File: config.mk
export PLATFORM = sky130hd
export DESIGN_NAME = icinv_ctrl
export DESIGN_NICKNAME = d
export VERILOG_FILES = /design/src/rtl/icinv_pkg.sv /design/src/rtl/icinv_seq.sv /design/src/rtl/icinv_flags.sv /design/src/rtl/icinv_tags.sv /design/src/rtl/icinv_ctrl.sv
export SDC_FILE = /design/constraint.sdc
export NUM_CORES = 1
export LEC_CHECK = 0
export BUFFER_PORTS_ARGS = -buffer_cell sky130_fd_sc_hd__buf_2
export CAP_MARGIN = 40
export CORE_MARGIN = 2
export CORE_UTILIZATION = 50
export CTS_BUF_LIST = sky130_fd_sc_hd__clkbuf_8
export CTS_CLUSTER_SIZE = 14
export DETAILED_ROUTE_END_ITERATION = 16
export PLACE_DENSITY = 0.73
export SLEW_MARGIN = 15
export SYNTH_ARGS = -nofsm -noshare
export SYNTH_HDL_FRONTEND = slang
export SYNTH_HIERARCHICAL = 1
export SYNTH_SLANG_ARGS = --single-unit
export TNS_END_PERCENT = 10
File: constraint.sdc
create_clock -name clk -period 2.4 [get_ports clk]
set_input_delay 0.12 -clock clk [delete_from_list [all_inputs] [get_ports clk]]
set_output_delay 0.12 -clock clk [all_outputs]
set_load 0.1 [all_outputs]
File: src/rtl/icinv_pkg.sv
package icinv_pkg;

  localparam int WAYS = 2;

  // Way selection encoding: 0 = direct-mapped, 1 = two-way.
  typedef enum logic {
    ASSOC_DIRECT = 1'b0,
    ASSOC_TWO    = 1'b1
  } assoc_e;

  // Ways that take part in lookups and fills for a given selection.
  function automatic logic [WAYS-1:0] way_mask(input logic assoc);
    return assoc ? 2'b11 : 2'b01;
  endfunction

  // Way a fill lands in; direct-mapped mode forces way 0.
  function automatic logic fill_target(input logic assoc, input logic req_way);
    return assoc & req_way;
  endfunction

  // True when the sweep sits on its final set index.
  function automatic logic idx_is_last(input int unsigned idx, input int unsigned sets);
    return idx == (sets - 1);
  endfunction

endpackage

File: src/rtl/icinv_seq.sv
module icinv_seq #(
  parameter int SETS  = 8,
  parameter int IDX_W = $clog2(SETS)
) (
  input  logic             clk,
  input  logic             rst_n,
  input  logic             en_wr,
  input  logic             en_wdata,
  input  logic             inv_launch,
  output logic             en_q,
  output logic             inv_pend,
  output logic             dis_pend,
  output logic             busy,
  output logic [IDX_W-1:0] sweep_idx,
  output logic             sweep_done
);
  import icinv_pkg::*;

  logic start_now;
  logic launch_ok;

  assign start_now  = (inv_pend | dis_pend) & ~busy;
  assign launch_ok  = inv_launch & ~busy & ~inv_pend & ~dis_pend;
  assign sweep_done = busy & idx_is_last(int'(sweep_idx), SETS);

  always_ff @(posedge clk or negedge rst_n) begin
    if (!rst_n) begin
      en_q      <= 1'b0;
      inv_pend  <= 1'b0;
      dis_pend  <= 1'b0;
      busy      <= 1'b0;
      sweep_idx <= '0;
    end else begin
      if (start_now) begin
        busy      <= 1'b1;
        sweep_idx <= '0;
        inv_pend  <= 1'b0;
        dis_pend  <= 1'b0;
        if (dis_pend) en_q <= 1'b0;
      end else if (busy) begin
        if (sweep_done) busy <= 1'b0;
        else            sweep_idx <= sweep_idx + 1'b1;
      end
      if (launch_ok) inv_pend <= 1'b1;
      if (en_wr && !dis_pend) begin
        if (en_wdata)  en_q     <= 1'b1;
        else if (en_q) dis_pend <= 1'b1;
      end
    end
  end

endmodule

File: src/rtl/icinv_flags.sv
module icinv_flags (
  input  logic clk,
  input  logic rst_n,
  input  logic sweep_done,
  input  logic clr_busyend,
  input  logic err_event,
  input  logic clr_err,
  input  logic busyend_ie,
  input  logic err_ie,
  output logic busyend,
  output logic err_flag,
  output logic irq
);

  always_ff @(posedge clk or negedge rst_n) begin
    if (!rst_n) begin
      busyend  <= 1'b0;
      err_flag <= 1'b0;
    end else begin
      if (sweep_done)       busyend <= 1'b1;
      else if (clr_busyend) busyend <= 1'b0;
      if (err_event)        err_flag <= 1'b1;
      else if (clr_err)     err_flag <= 1'b0;
    end
  end

  assign irq = (busyend & busyend_ie) | (err_flag & err_ie);

endmodule

File: src/rtl/icinv_tags.sv
module icinv_tags #(
  parameter int SETS  = 8,
  parameter int TAG_W = 4,
  parameter int IDX_W = $clog2(SETS)
) (
  input  logic             clk,
  input  logic             rst_n,
  input  logic             assoc,
  input  logic             bypass,
  input  logic             sweep_clr,
  input  logic [IDX_W-1:0] sweep_idx,
  input  logic             fill_we,
  input  logic [IDX_W-1:0] fill_idx,
  input  logic             fill_way,
  input  logic [TAG_W-1:0] fill_tag,
  input  logic [IDX_W-1:0] lookup_idx,
  input  logic [TAG_W-1:0] lookup_tag,
  output logic             lookup_hit,
  output logic             hit_way
);
  import icinv_pkg::*;

  logic [WAYS-1:0] mask;
  logic [WAYS-1:0] match;
  logic            tgt_way;

  assign mask    = way_mask(assoc);
  assign tgt_way = fill_target(assoc, fill_way);

  for (genvar w = 0; w < WAYS; w++) begin : g_way
    logic [SETS-1:0]  valid;
    logic [TAG_W-1:0] tags [SETS];
    logic             wr_here;

    assign wr_here = fill_we & ~sweep_clr & (tgt_way == w[0]);

    always_ff @(posedge clk or negedge rst_n) begin
      if (!rst_n) begin
        valid <= '0;
        for (int s = 0; s < SETS; s++) tags[s] <= '0;
      end else if (sweep_clr) begin
        valid[sweep_idx] <= 1'b0;
      end else if (wr_here) begin
        valid[fill_idx] <= 1'b1;
        tags[fill_idx]  <= fill_tag;
      end
    end

    assign match[w] = mask[w] & valid[lookup_idx] & (tags[lookup_idx] == lookup_tag);
  end

  assign lookup_hit = ~bypass & (|match);
  assign hit_way    = ~match[0];

endmodule

File: src/rtl/icinv_ctrl.sv
module icinv_ctrl #(
  parameter int SETS  = 8,
  parameter int TAG_W = 4,
  parameter int IDX_W = $clog2(SETS)
) (
  input  logic             clk,
  input  logic             rst_n,
  input  logic             en_wr,
  input  logic             en_wdata,
  output logic             en_rd,
  input  logic             inv_launch,
  output logic             inv_rd,
  input  logic             assoc_wr,
  input  logic             assoc_wdata,
  output logic             assoc_rd,
  input  logic             busyend_ie,
  input  logic             err_ie,
  input  logic             clr_busyend,
  input  logic             clr_err,
  input  logic             err_event,
  output logic             busy,
  output logic             busyend,
  output logic             err_flag,
  output logic             irq,
  output logic             bypass,
  output logic             sweep_clr,
  output logic [IDX_W-1:0] sweep_idx,
  input  logic             fill_we,
  input  logic [IDX_W-1:0] fill_idx,
  input  logic             fill_way,
  input  logic [TAG_W-1:0] fill_tag,
  input  logic [IDX_W-1:0] lookup_idx,
  input  logic [TAG_W-1:0] lookup_tag,
  output logic             lookup_hit,
  output logic             hit_way
);
  import icinv_pkg::*;

  logic en_q, inv_pend, dis_pend, sweep_done;
  logic assoc_q;

  icinv_seq #(.SETS(SETS), .IDX_W(IDX_W)) u_seq (
    .clk        (clk),
    .rst_n      (rst_n),
    .en_wr      (en_wr),
    .en_wdata   (en_wdata),
    .inv_launch (inv_launch),
    .en_q       (en_q),
    .inv_pend   (inv_pend),
    .dis_pend   (dis_pend),
    .busy       (busy),
    .sweep_idx  (sweep_idx),
    .sweep_done (sweep_done)
  );

  icinv_flags u_flags (
    .clk         (clk),
    .rst_n       (rst_n),
    .sweep_done  (sweep_done),
    .clr_busyend (clr_busyend),
    .err_event   (err_event),
    .clr_err     (clr_err),
    .busyend_ie  (busyend_ie),
    .err_ie      (err_ie),
    .busyend     (busyend),
    .err_flag    (err_flag),
    .irq         (irq)
  );

  always_ff @(posedge clk or negedge rst_n) begin
    if (!rst_n)                assoc_q <= ASSOC_TWO;
    else if (assoc_wr && !en_q) assoc_q <= assoc_wdata;
  end

  assign en_rd     = en_q;
  assign inv_rd    = inv_pend;
  assign assoc_rd  = assoc_q;
  assign sweep_clr = busy;
  assign bypass    = ~en_q | busy | inv_pend | dis_pend;

  icinv_tags #(.SETS(SETS), .TAG_W(TAG_W), .IDX_W(IDX_W)) u_tags (
    .clk        (clk),
    .rst_n      (rst_n),
    .assoc      (assoc_q),
    .bypass     (bypass),
    .sweep_clr  (sweep_clr),
    .sweep_idx  (sweep_idx),
    .fill_we    (fill_we),
    .fill_idx   (fill_idx),
    .fill_way   (fill_way),
    .fill_tag   (fill_tag),
    .lookup_idx (lookup_idx),
    .lookup_tag (lookup_tag),
    .lookup_hit (lookup_hit),
    .hit_way    (hit_way)
  );

endmodule

==> flow_summary.ini <==
[drt]
dr.first_iter.drc_count = 152
ant_nets = 0
drt-wirelength-per-cell_um = 19.47
dr.pass1.iters = 4
wl_um = 9406
viasPerCell = 5.778
vias = 2791
post-route-drc-count = 0

[floorplanning]
dieArea_um2 = 9397
start_util_pct = 52.04
core.rowCount = 33
io_pins = 42
core_area_um2 = 8299
die_h_um = 96.94
die_x_um = 96.94

[sta]
fin_crit_ps = 2439
finClkSkew_ps = 14.62
setup_viol = 1
period_share_pct = 101.6
hold_viol_final = 0
worst_pin_slew_ps = 571.5
slew-limit-headroom_pct = 61.73
rsz0062_at_grt = true
clock.fmax_ghz = 0.4099
final_max_slew_viol_count = 0
timing.final.ws_setup_ps = -39.40

[run]
cap_violations = 0

[synth]
synthArstFlopShare_pct = 100.0
synthMuxAreaShare_pct = 30.21
synthSimpleGateAreaFrac_pct = 10.49
synth-seq-cells = 90
synth_fa_ha_area_share_pct = 0.5794
syn_nets = 346
synth_area_leaders = dfrtp_1 52%, mux2_2 17%, mux4_1 4.9%
netlist_area_um2 = 4319
yosys.area_share.xor_xnor_pct = 1.825
synth_top_family_by_area = multiplexers
syn_inst = 316
yosysSeqAreaShare_pct = 52.17
syn_area_per_cell_um2 = 13.67
synth_warnings = 6
synth_compound_area_share_pct = 2.607
synth_cell_types = 38
synthFlopType = dfrtp_1
synthMostInstantiatedCell = dfrtp_1
synth_edf_count = 0
synth_area_leader_cell = dfrtp_1
ys_top_cells_by_count = 89 x dfrtp_1, 65 x mux2_2, 42 x nand2_1, 16 x mux2i_1
yosys.area.top_type_share_pct = 51.56

[worst_setup_path]
startpoint_type = register
end_kind = primary output
cpPeakStageDelay_ps = 460
critPathRequiredTime_ps = 2280
crit_arrival_ps = 2320
critPathKind = reg -> out
path_cells = mux4_2 > mux2i_1 > xnor2_1 > nor4b_2 > nand4_1 > o21ai_4 > buf_12
slowest_stage = mux4_2
cp_max_fo = 2

[layout]
nNetsFinal = 403
insertedDiodeCount = 0
drive_above_1_share_pct = 42.86
synthToLayoutAreaGrowth_pct = 15.99
postLayoutCellArea_um2 = 5010
post-route-util_pct = 60.36

[clock_network]
clk_pin_slew_worst_paths_ps = 100
clock_path_buffers = 2
tritoncts = yes
insertion_delay_ps = 370
cts-root-buf = clkbuf_8
cts_made_buffers = 9
cts_sinks = 90
htree_levels = 3

[placement]
place_area_um2 = 4730
hpwl_um = 6651
gp_congestion = 0.8479
port_buffers = 41

[pwr]
p_total_uw = 5169
p_seq_share_pct = 45.1
comb_power_share_pct = 32.5
ir_drop_mv = 0.6459
p_int_uw = 3289
p_sw_uw = 1881
p_clk_share_pct = 22.4
leakage_uw = 0.002527
power_density_nw_per_um2 = 1032
switching_share_pct = 36.39

[hold_path]
hp-class = in -> reg

[status]
violations = setup timing
outcome = finished with violations

[global_routing]
overflow = 0
antenna_found_initial = 0
grt_pass1_wl_um = 15040
grt.total_usage_pct = 20.73
grt_pass1_vias = 2756
grt_max_degree = 48
[critical path, delay by kind of cell (launching register included)]
kind,cells,cell delay [ps]
mux,2,640
flops,1,390
buf+inv,1,190
xor+xnor,1,100
compound gates,1,130
simple gates,2,490
[layer usage]
layer / GRT usage [%] / up-vias / routed length (um)
met2: 32.64 / 84 / 4437
met4: 6.501 / 0 / 120
met1: 29.62 / 1436 / 4365
met3: 3.613 / 9 / 482
li1: - / 1262 / -
met5: 0 / - / 0
[timing repair]
item / in CTS / in global routing
setup buffers: 0 / 1
hold buffers: 5 / 0
endpoints found under the setup margin: 1 / 1
hold endpoints to repair: 45 / 0
resized for setup: 2 / 0
pin swaps: 3 / 2
[through the flow]
stage / cells / setup WS [ps] / TNS [ps] / hold slack (ps)
2_1_floorplan: 316 / -824.5 / -824.5 / -175.6
6_report: 483 / -39.40 / -39.40 / 12.27
3_5_place_dp: 461 / 200.0 / 0 / 155.9
3_3_place_gp: 461 / 203.3 / 0 / 147.4
4_1_cts: 482 / -53.21 / -53.21 / 7.414
5_1_grt: 483 / -87.80 / -87.80 / 15.84
[power by group through the flow]
stage | Sequential [uW] | Clock, uW | Combinational (uW)
global placement | 2330 | 0 | 1630
global route | 2380 | 1250 | 1800
finish | 2330 | 1160 | 1680
CTS | 2320 | 1180 | 1690
floorplan | 2660 | 0 | 962
detailed placement | 2350 | 0 | 1670
[registers in the layout, summed over array words and instances (netlist names)]
register and flops:
u_seq/dis_pend 1, u_seq/en_q 1, u_seq/inv_pend 1, u_flags/busyend 1, u_flags/err_flag 1, u_seq/sweep_idx 3
assoc_rd 1, u_seq/busy 1, u_tags/g_way.tags 64, u_tags/g_way.valid 16
[final cells by class]
| type | count | area, um^2 |
|---|---|---|
| multi-input combinational | 209 | 1982 |
| fill | 644 | 3289 |
| sequential | 90 | 2253 |
| clock buffer | 9 | 123.9 |
| tap | 105 | 131.4 |
| timing repair buffer | 61 | 412.9 |
| clock inverter | 7 | 98.84 |
| inverter | 2 | 7.507 |
[cells by family after synthesis]
kind of cell | after synthesis
muxes | 98
DFF | 90
and+or+nand+nor | 85
buffers and inverters | 17
AOI/OAI and AO/OA | 15
xor gates and xnor gates | 9
adders and majority gates | 2
[cell usage in the layout, fill, tap and decap left out, types with 2 or more instances in the layout]
master	Yosys	final
o21ai_0	3	2
buf_2	4	38
mux4_1	8	6
nand4_1	4	4
a22o_2	2	2
dfrtp_1	89	89
and3_2	2	2
nand3_1	9	9
bufinv_16	0	2
mux2_2	65	65
buf_12	0	3
buf_4	2	15
xnor2_1	3	3
inv_6	0	3
a21o_1	5	5
nor2b_1	6	6
a211o_1	2	2
mux4_2	9	11
nor3b_2	2	2
mux2i_1	16	16
nand2_1	42	42
ha_1	2	2
clkbuf_8	0	9
inv_1	2	2
xor2_1	6	6
nand3b_1	3	3
dlygate4sd3_1	0	5
nor3b_1	2	2
nor2_1	6	6
and3b_1	2	2
[path summary, 6_finish.rpt]
check | endpoint | start | cells after the start | slack, ps
worst max-delay path | lookup_hit | u_tags/g_way[1].tags[2]$_DFFE_PN0P_ | 7 | -40
worst min-delay path | u_flags/busyend$_DFFE_PN0P_ | clr_busyend | 3 | 10
worst min register to register | u_tags/g_way[1].valid[2]$_DFFE_PN0P_ | u_tags/g_way[1].valid[2]$_DFFE_PN0P_ | 1 | 480
min in group asynchronous | u_flags/busyend$_DFFE_PN0P_ | rst_n | 2 | 260
max in group asynchronous | u_tags/g_way[1].tags[21]$_DFFE_PN0P_ | rst_n | 3 | 1470
worst max register to register | u_tags/g_way[1].tags[25]$_DFFE_PN0P_ | assoc_rd$_DFFE_PN1P_ | 4 | 200
Note: power is estimated with default switching activity, not from simulation.
